--- src/rtl/uart_tx_core.sv ---
module uart_tx_core #(
  parameter int DEPTH = 16,
  parameter int DIVW  = 16
) (
  input  logic       clk,
  input  logic       rst_n,
  input  logic [2:0] sel,
  input  logic       wr_en,
  input  logic [7:0] wdata,
  output logic [7:0] rdata,
  output logic       tx_out
);
  localparam int AW = $clog2(DEPTH);
  localparam logic [AW:0] FULLC = DEPTH[AW:0];

  typedef enum logic [2:0] {S_IDLE, S_START, S_DATA, S_PAR, S_STOP} st_t;

  logic [7:0]      lcr;
  logic [DIVW-1:0] dl, bcnt;
  logic [7:0]      mem [DEPTH];
  logic [AW-1:0]   wp, rp;
  logic [AW:0]     count;
  st_t             state;
  logic [4:0]      cnt5, stop_last;
  logic [7:0]      sh;
  logic [2:0]      bitn;
  logic [1:0]      f_len;
  logic            f_pen, f_par;

  wire dlab    = lcr[7];
  wire tick    = (dl != '0) && (bcnt >= dl - DIVW'(1));
  wire full    = (count == FULLC);
  wire empty   = (count == '0);
  wire fifo_wr = wr_en && sel == 3'd0 && !dlab;
  wire push    = fifo_wr && !full;
  wire fend    = state == S_STOP && tick && cnt5 == stop_last;
  wire pop     = tick && !empty && (state == S_IDLE || fend);
  wire temt    = empty && state == S_IDLE;

  wire [7:0] head = mem[rp];
  wire [7:0] mask = 8'hFF >> (2'd3 - lcr[1:0]);
  wire       peven = ^(head & mask);
  wire       pbit  = lcr[5] ? ~lcr[4] : (lcr[4] ? peven : ~peven);

  always_ff @(posedge clk) begin
    if (!rst_n) begin
      lcr <= '0;
      dl  <= '0;
    end else if (wr_en) begin
      if (sel == 3'd3) lcr <= wdata;
      if (dlab && sel == 3'd0) dl[7:0] <= wdata;
      if (dlab && sel == 3'd1) dl[DIVW-1:8] <= wdata[DIVW-9:0];
    end
  end

  always_ff @(posedge clk) begin
    if (!rst_n || tick || dl == '0) bcnt <= '0;
    else bcnt <= bcnt + DIVW'(1);
  end

  always_ff @(posedge clk) begin
    if (push) mem[wp] <= wdata;
    if (!rst_n) begin
      wp <= '0;
      rp <= '0;
      count <= '0;
    end else begin
      if (push) wp <= wp + AW'(1);
      if (pop)  rp <= rp + AW'(1);
      if (push && !pop) count <= count + 1'b1;
      else if (pop && !push) count <= count - 1'b1;
    end
  end

  always_ff @(posedge clk) begin
    if (!rst_n) begin
      state <= S_IDLE;
      cnt5 <= '0;
      sh <= '0;
      bitn <= '0;
      f_len <= '0;
      f_pen <= 1'b0;
      f_par <= 1'b0;
      stop_last <= 5'd15;
    end else if (pop) begin
      state <= S_START;
      cnt5 <= '0;
      sh <= head;
      f_len <= lcr[1:0];
      f_pen <= lcr[3];
      f_par <= pbit;
      stop_last <= !lcr[2] ? 5'd15 : (lcr[1:0] == 2'd0 ? 5'd23 : 5'd31);
    end else if (tick) begin
      cnt5 <= cnt5 + 5'd1;
      case (state)
        S_START: if (cnt5 == 5'd15) begin
          state <= S_DATA;
          cnt5 <= '0;
          bitn <= '0;
        end
        S_DATA: if (cnt5 == 5'd15) begin
          cnt5 <= '0;
          sh <= sh >> 1;
          if (bitn == 3'd4 + {1'b0, f_len}) state <= f_pen ? S_PAR : S_STOP;
          else bitn <= bitn + 3'd1;
        end
        S_PAR: if (cnt5 == 5'd15) begin
          state <= S_STOP;
          cnt5 <= '0;
        end
        S_STOP: if (cnt5 == stop_last) begin
          state <= S_IDLE;
          cnt5 <= '0;
        end
        default: cnt5 <= '0;
      endcase
    end
  end

  logic line;
  always_comb begin
    case (state)
      S_START: line = 1'b0;
      S_DATA:  line = sh[0];
      S_PAR:   line = f_par;
      default: line = 1'b1;
    endcase
  end
  assign tx_out = line && !lcr[6];

  always_comb begin
    case (sel)
      3'd0:    rdata = dlab ? dl[7:0] : 8'h00;
      3'd1:    rdata = dlab ? 8'(dl[DIVW-1:8]) : 8'h00;
      3'd3:    rdata = lcr;
      3'd5:    rdata = {1'b0, temt, !full, 5'b0};
      default: rdata = 8'h00;
    endcase
  end

  p_no_overflow_r8: assert property (@(posedge clk) disable iff (!rst_n) count <= FULLC);
  p_full_drop_r8: assert property (@(posedge clk) disable iff (!rst_n)
    (fifo_wr && full && !pop) |=> full);
  p_halt_r3: assert property (@(posedge clk) disable iff (!rst_n)
    (dl == '0 && state != S_IDLE) |=> ($stable(state) && $stable(cnt5)));
  p_load_r4: assert property (@(posedge clk) disable iff (!rst_n)
    pop |=> (state == S_START && cnt5 == 5'd0));
  p_bits_r4: assert property (@(posedge clk) disable iff (!rst_n)
    state == S_DATA |-> bitn <= 3'd4 + {1'b0, f_len});
  p_stop_len_r6: assert property (@(posedge clk) disable iff (!rst_n)
    state == S_STOP |-> cnt5 <= stop_last);
endmodule

--- config.mk ---
export PLATFORM = sky130hd
export DESIGN_NAME = uart_tx_core
export DESIGN_NICKNAME = d
export VERILOG_FILES = /design/src/rtl/uart_tx_core.sv
export SDC_FILE = /design/constraint.sdc
export NUM_CORES = 1
export LEC_CHECK = 0
export ABC_AREA = 0
export BUFFER_PORTS_ARGS = -buffer_cell sky130_fd_sc_hd__buf_2
export CORE_ASPECT_RATIO = 1.75
export CORE_MARGIN = 10
export CORE_UTILIZATION = 45
export DETAILED_ROUTE_END_ITERATION = 8
export SETUP_SLACK_MARGIN = 0.02
export SLEW_MARGIN = 20
export SYNTH_ARGS = -nofsm -noshare
export SYNTH_HDL_FRONTEND = slang
export SYNTH_SLANG_ARGS = --single-unit
--- constraint.sdc ---
create_clock -name clk -period 6.5 [get_ports clk]
set_input_delay 0.325 -clock clk [delete_from_list [all_inputs] [get_ports clk]]
set_output_delay 0.325 -clock clk [all_outputs]
set_load 0.05 [all_outputs]
-- Word level (Yosys, flattened, before mapping)
Memory sizes are Yosys's and may differ from the RTL's. A register that Yosys moved wholly into a read port is not among the register bits.
Index checks and enable logic that the tools add are counted.
- output and inout port bits: 9
- RAM bits: 128
- flip-flop bits (word level): 81
- logic and storage cells: 137
- input bits: 14
- memories kept: 1
- memory list (memory ; depth ; width ; read ports ; clocked after Yosys merged registers in ; wr ports ; line ; RTL):
    mem ; 16 ; 8 ; 1 ; 1 ; 1 ; 20 ; logic [7:0] mem [DEPTH];
- mux-type cells: 34
- shift operators: 1
- equal/unequal tests: 22
- add/subtract/negate cells: 10
- bitwise operators: 5
- reduce and logical (&&, ||, !) cells: 47
- $lt $le $gt $ge: 1
- operators by type and width (operator ; number):
    $mux W8 ; 6
    $pmux W8 S4 ; 1
    $mux W3 ; 9
    $mux W5 ; 5
    $add A16 B1 Y16 const B ; 1
    $ge A16 B16 Y1 ; 1
    $logic_not A16 Y1 ; 1
    $reduce_bool A16 Y1 ; 1
    $sub A16 B1 Y16 const B ; 1
    $logic_and A1 B1 Y1 ; 14
    $reduce_and A7 Y1 ; 2
    $mux W4 ; 3
    $ne A3 B3 Y1 const B ; 4
    $pmux W3 S4 ; 1
    $add A5 B1 Y5 const B ; 2
    $ne A2 B2 Y1 const B ; 5
    $pmux W5 S2 ; 1
    $reduce_bool A2 Y1 ; 5
    $eq A3 B2 Y1 const B ; 3
    $add A4 B1 Y4 const B ; 2
    $and A8 B8 Y8 ; 1
    $reduce_xor A8 Y1 ; 1
    $shr A8 B2 Y8 const A ; 1
    $logic_not A1 Y1 ; 7
    other kinds (27) ; 42

-- Longest topological paths before layout
Gate-level depths: netlist (run 1).
- word-level depth: 10
- gate-level depth with buffers: 25
- gate-level depth less buffers: 24

-- Worst setup path before layout (run 1)
No wires, ideal clock.
- kind: register to register
- start: register dl[2]
- end: register count[4]
- clock period less this slack: 4.717 ns
- slack: 1.783 ns
- stages on the path, launching flop included: 23
- path buffers: 1
- data required time: 6.430 ns
- arrival time: 4.646 ns
- path through: dfxtp_1 > nor4_1 > nor4b_1 > nand2_1 > xor2_1 > ha_1 > a21o_1 > a21o_1 > a21o_1 > a21o_1 > a21oi_1 > o21ai_1 > a211o_1 > clkbuf_1 > nand2_1 > ha_1 > inv_1 > fa_1 > a21o_1 > a21oi_1 > xnor2_1 > or3_1 > a21oi_1
- word-level cells in the longest chain between the ends: 10
- ends and longest elaborated chain (item ; line ; RTL):
    start: declaration ; 19 ; logic [DIVW-1:0] dl, bcnt;
    start signal: assignment ; 51 ; if (dlab && sel == 3'd0) dl[7:0] <= wdata;
    start signal: indexed assignment ; 52 ; if (dlab && sel == 3'd1) dl[DIVW-1:8] <= wdata[DIVW-9:0];
    $sub A16 B1 Y16 ; 31 ; wire tick = (dl != '0) && (bcnt >= dl - DIVW'(1));
    $ge A16 B16 Y1 ; 31 ;
    $logic_and A1 B1 Y1 * ; 31 ;
    $logic_and A1 B1 Y1 (2 in series) ; 36 ; wire fend = state == S_STOP && tick && cnt5 == stop_last;
    $logic_or A1 B1 Y1 ; 37 ; wire pop = tick && !empty && (state == S_IDLE || fend);
    $logic_and A1 B1 Y1 * ; 37 ;
    $logic_not A1 Y1 ; 70 ; if (push && !pop) count <= count + 1'b1;
    $logic_and A1 B1 Y1 ; 70 ;
    $mux W5 or $reduce_bool A2 Y1 (tied branches) ; -- ;
    end signal: assignment ; 70 ;
    end signal: assignment ; 71 ; else if (pop && !push) count <= count - 1'b1;
    end: declaration ; 22 ; logic [AW:0] count;
Every way passes the cells marked *; elsewhere a longest branch is shown, timed or not.
A chain may end at the register's enable or synchronous reset.

-- Worst setup path after layout (run 1)
Ends and elaborated chain as after synthesis.

==> results of run 1 <==
stage by stage:
step           cells  utilization [%]
4_1_cts         1052             50.2
6_report        1052             50.2
2_1_floorplan    767                -
3_3_place_gp    1017             47.2
5_1_grt         1052             50.2
3_5_place_dp    1017             47.2
flip-flops by register name, summed over array words and instances, names as in the netlist, 4 cells and up, named ones only:
signal  flops
sh          8
mem       128
lcr         8
cnt5        5
count       5
bcnt       16
dl         16
wp          4
rp          4
cell usage after synthesis, drive strengths merged, types with 3 or more instances:
| master | count |
|---|---|
| edfxtp | 128 |
| dfxtp | 82 |
| nand2 | 79 |
| nor2 | 60 |
| a21oi | 55 |
| nand3 | 38 |
| mux4 | 35 |
| ha | 31 |
| clkbuf | 26 |
| xnor2 | 25 |
| inv | 21 |
| o21ai | 21 |
| xor2 | 21 |
| nor3 | 20 |
| a21o | 10 |
| buf | 9 |
| nand4 | 8 |
| a222oi | 7 |
| nand2b | 7 |
| nor2b | 7 |
| o221a | 7 |
| mux2i | 6 |
| or4 | 6 |
| a22o | 5 |
| o22a | 5 |
| a22oi | 4 |
| nor3b | 4 |
| o31ai | 4 |
| and2 | 3 |
| and3 | 3 |
| or3 | 3 |
final timing paths:
check / from / endpoint / slack (ps) / depth (start not counted)
worst min register to register: lcr[5] / lcr[5] / 490 / 2
worst max-delay path: dl[2] / count[4] / 960 / 21
worst max register to register: dl[2] / count[4] / 960 / 21
worst min-delay path: rst_n / stop_last[3] / 250 / 2
per-layer routing:
metal | routed length, um | part of all wire [%] | GRT usage, %
met1 | 8100 | 38 | 17.3
met2 | 11700 | 54 | 30.1
met3 | 815 | 3.8 | 2.13
met4 | 901 | 4.2 | 7.13
met5 | 0 | 0 | 0
logic make-up after synthesis:
group / synth area share [%]
AOI/OAI and AO/OA: 9.62
xor gates and xnor gates: 4.27
adders and majority gates: 4.33
buffers and inverters: 2.39
DFF: 58.2
muxes: 9.00
and+or+nand+nor: 12.2
where the power goes:
group	total, mW	switching, mW	leakage [nW]	internal, mW
Combinational	0.0813	0.0585	1.50	0.0228
Clock	1.12	0.489	0.302	0.632
Sequential	1.42	0.00409	1.81	1.41
area by class of cell:
class	count	share of cell area, %
flip-flops and latches	210	52.6
clock inverters	11	0.840
clock buffers	24	5.15
inverters	21	0.756
repair buffers	33	1.85
multi-input cells	501	35.7
well taps	252	3.03
worst max-delay path: cells and delay by family (launching register included):
kind                       cells  cell delay, ps
adders and majority gates      3             940
AOI/OAI and AO/OA             10            1990
buffers and inverters          1             110
and+or+nand+nor                5            1770
xor gates and xnor gates       2             290
DFF                            1             370
==> impl_metrics.csv, run 1 <==
group,metric,value,unit
worst_setup_path,end_kind,"flip-flop",
yosys,synth_edf_count,128,
yosys,synth-seq-cells,210,
yosys,synth_cells,767,
drt,num_vias,6242,
clocking,cts.clk_slew.worst_paths,60,ps
clocking,clock_sinks,210,
grt,grt_use_total,16.1,%
floorplanning,dieWidth,129,um
worst_setup_path,path_cells,"nor4_1 -> nor4b_1 -> nand2_1 -> xor2_1 -> ha_1 -> a21o_1 -> a21o_1 -> a21o_1 -> a21o_1 -> a21oi_1 -> o21ai_1 -> a211o_1 -> nand2_1 -> ha_1 -> inv_1 -> fa_1 -> a21o_1 -> a21oi_1 -> xnor2_1 -> or3_1 -> a21oi_1",
clocking,cts_buffer_depth,3,
sta,fmax,0.181,GHz
sta,timing.hold.ws,250,ps
finish,layout.nets,833,
worst_setup_path,critPathSlowestCell,"nor4b_1",
worst_setup_path,setup.worst_path.start_class,"flip-flop",
grt,grt.overflow.total,0,
placement,placed_cell_area,9800,sq um
yosys,synth_area_leaders,"edfxtp_1, dfxtp_1, mux4_2",
sta,tns,0,ps
yosys,async_flop_share,0,%
placement,dp_hpwl,15.4,mm
worst_setup_path,crit_path_max_fanout,16,
clocking,cts_made_buffers,20,
worst_setup_path,arrival,5960,ps
drt,ant_nets,0,
clocking,cts_setup_buffers,0,
sta,fin_crit,5540,ps
yosys,netlist-cell-type-count,58,
sta,post-route-period-util,85.2,%
clocking,postCtsHoldBufs,0,
run_status,outcome,"complete, no violations",
run,drv_cap,0,
finish,diodes,0,
clocking,cts-root-buf,"clkbuf_16",
finish,final_common_cell,"edfxtp_1",
grt,grt_antenna_before_repair,0,
drt,first_pass_iters,5,
drt,drc,0,
clocking,worstSkewPairLatency,490,ps
worst_setup_path,critPathKind,"flip-flop to flip-flop",
drt,drt_iter0_markers,689,
sta,skew,15.8,ps
clocking,htree_levels,1,
finish,regArea,5490,sq um
power,power,2.62,mW
floorplanning,die_h,212,um
yosys,syn-num-nets,813,
power,cellLeakagePower,3.62,nW
finish,syn_to_final_growth,10.5,%
finish,fin_area,10400,sq um
finish,nFillCells,1790,
grt,grt_max_degree,50,
finish,drive_gt1_share,12.8,%
floorplanning,initial_core_util,45.4,%
drt,wl,21.5,mm
sta,worst_pin_slew,794,ps
floorplanning,coreArea,20800,sq um
finish,multiInputGateArea,3720,sq um
yosys,synth_area,9430,sq um
sta,max-slew-margin-rel,46.3,%
worst_setup_path,cpMostUsedCell,"a21o_1",
sta,setup_violations,0,
placement,gp_congestion,0.858,
grt,grt_pass1_wl,34.8,mm
worst_setup_path,slowest_delay,710,ps
power,peakVddDrop,177,uV
clocking,cts_tree,"yes",
yosys,synth_top_area_share,40.8,%
sta,drv_slew,0,
placement,io_buffers,22,
floorplanning,io_pins,23,
sta,hold_viol_final,0,
yosys,ys_seq_area_share,58.2,%
worst_setup_path,crit_required,6920,ps
placement,place_ws,1110,ps
floorplanning,row_count,70,
clocking,cts-resized-gates,0,
floorplanning,die_area,27400,sq um
yosys,ys.flop_type,"edfxtp_1",
finish,mostFrequentLayoutCells,"edfxtp_1, dfxtp_1, nand2_1",
power,p_per_area,251,nW/um^2
grt,first_global_vias,6373,
min_path,hold_path_class,"input port to flip-flop",
drt,via_per_inst,5.93,
sta,grt_setup_unrepaired,"false",
yosys,yosysWarnings,0,
yosys,synth.avg_cell_area,12.3,sq um
drt,avgRoutedWirePerCell,20.5,um
yosys,yosysTopAreaCell,"edfxtp_1",
sta,worst_slack,960,ps
Power figures use the tool's default switching activity.
==> inputs of run 2 (changes only) <==
CORE_MARGIN = 1.5   (was 10)
==> impl_metrics.csv, run 2 (same netlist as run 1, synthesis figures left out) <==
group,metric,value,unit
run_status,outcome,"finished with violations",
run_status,violations,"design-rule violations",
floorplanning,coreArea,20500,sq um
min_path,hold_path_class,"input port to flip-flop",
power,peakVddDrop,179,uV
drt,first_pass_iters,9,
worst_setup_path,reg2reg_slack,1150,ps
sta,setup_violations,0,
placement,placed_cell_area,9790,sq um
grt,first_global_vias,6320,
clocking,cts_tree,"yes",
power,switching_share,20.4,%
power,p_per_area,267,nW/um^2
sta,hold_viol_final,0,
clocking,clock_sinks,210,
sta,fin_crit,5350,ps
worst_setup_path,crit_path_max_fanout,16,
placement,place_ws,1290,ps
power,clockPowerShare,46.7,%
sta,skew,12.1,ps
floorplanning,die_h,195,um
clocking,cts-resized-gates,0,
finish,layout.nets,834,
clocking,cts-root-buf,"clkbuf_16",
clocking,cts_made_buffers,21,
floorplanning,io_pins,23,
power,power,2.81,mW
worst_setup_path,worst_r2r_endpoint,"count[4]",
worst_setup_path,setup.worst_path.start_class,"flip-flop",
finish,fin_cells,1050,
clocking,cts.clk_slew.worst_paths,60,ps
clocking,postCtsHoldBufs,0,
finish,final_common_cell,"edfxtp_1",
sta,fmax,0.187,GHz
finish,utilization,51.5,%
floorplanning,die_area,21900,sq um
finish,top_register,"mem",
worst_setup_path,crit_required,6920,ps
worst_setup_path,r2r-start,"dl[2]",
sta,max-slew-margin-rel,47.3,%
placement,dp_cells,1013,
finish,largest_register_ffs,128,
sta,drv_slew,0,
clocking,cts_buffer_depth,3,
clocking,htree_levels,1,
sta,post-route-period-util,82.2,%
drt,ant_nets,0,
sta,worst_pin_slew,787,ps
placement,dp_hpwl,15.2,mm
floorplanning,initial_core_util,46.1,%
finish,diodes,0,
finish,mostFrequentLayoutCells,"edfxtp_1, dfxtp_1, nand2_1",
sta,grt_setup_unrepaired,"false",
drt,drc,3,
grt,grt_antenna_before_repair,0,
min_path,min_from,"rst_n",
sta,timing.hold.ws,238,ps
placement,gp_congestion,0.839,
drt,via_per_inst,5.87,
clocking,worstSkewPairLatency,490,ps
drt,wl,21.3,mm
placement,io_buffers,22,
finish,fin_area,10500,sq um
power,intPower,2.24,mW
power,seq_power_share,50.5,%
worst_setup_path,crit_end,"count[4]",
grt,grt_max_degree,49,
drt,num_vias,6168,
worst_setup_path,end_kind,"flip-flop",
worst_setup_path,critPathKind,"flip-flop to flip-flop",
run,drv_cap,0,
sta,tns,0,ps
finish,largestRegisters,"mem (128), bcnt (16), dl (16)",
floorplanning,row_count,69,
finish,syn_to_final_growth,11.8,%
grt,grt_use_total,20.0,%
worst_setup_path,arrival,5770,ps
finish,drive_gt1_share,13.2,%
floorplanning,dieWidth,112,um
drt,drt_iter0_markers,478,
sta,worst_slack,1150,ps
worst_setup_path,r2r_cells,21,
power,switching_power,0.573,mW
power,cellLeakagePower,3.68,nW
clocking,cts_setup_buffers,0,
power,power_frac_comb,2.9,%
grt,grt.overflow.total,0,
worst_setup_path,worstSetupStartpoint,"dl[2]",
drt,avgRoutedWirePerCell,20.3,um
grt,grt_pass1_wl,34.0,mm
run 2: cell type report:
| cell class | count | area [sq um] |
|---|---|---|
| inverter | 21 | 78.8 |
| timing repair buffer | 33 | 193 |
| multi-input combinational | 501 | 3720 |
| clock buffer | 24 | 537 |
| fill | 1775 | 9920 |
| tap | 248 | 310 |
| clock inverter | 13 | 214 |
| sequential | 210 | 5490 |
run 2: critical path: stages (launching register included):
cell	delay, ps
dfxtp_1	370
nor4_1	370
nor4b_1	680
nand2_1	140
xor2_1	170
ha_1	300
a21o_1	160
a21o_1	170
a21o_1	170
a21o_1	180
a21oi_1	160
o21ai_1	110
a211o_1	510
nand2_1	140
ha_1	190
inv_1	110
fa_1	410
a21o_1	190
a21oi_1	180
xnor2_1	100
or3_1	310
a21oi_1	150
run 2: power groups by stage:
stage,clock network (mW),registers [mW],logic [mW]
floorplan,0,1.45,0.0453
global placement,0,1.45,0.0771
detailed placement,0,1.45,0.0803
CTS,1.34,1.42,0.0810
global route,1.39,1.42,0.0877
finish,1.31,1.42,0.0807
run 2: worst min path at each step:
stage / end / slack [ps] / depth (start not counted)
detailed placement: bcnt[0] / 470 / 1
CTS: stop_last[3] / 210 / 2
global route: stop_last[3] / 270 / 2
global placement: bcnt[0] / 460 / 1
floorplan: mem[0][0] / 420 / 0
finish: stop_last[3] / 240 / 2
run 2: metal layers:
metal  vias to the layer above  track usage (%)  wire, um
met5                         -                0         0
met4                         0             8.44       932
met3                        49             2.37       841
met2                       159             38.3     11600
met1                      3041             21.8      7920
li1                       2919                -         -
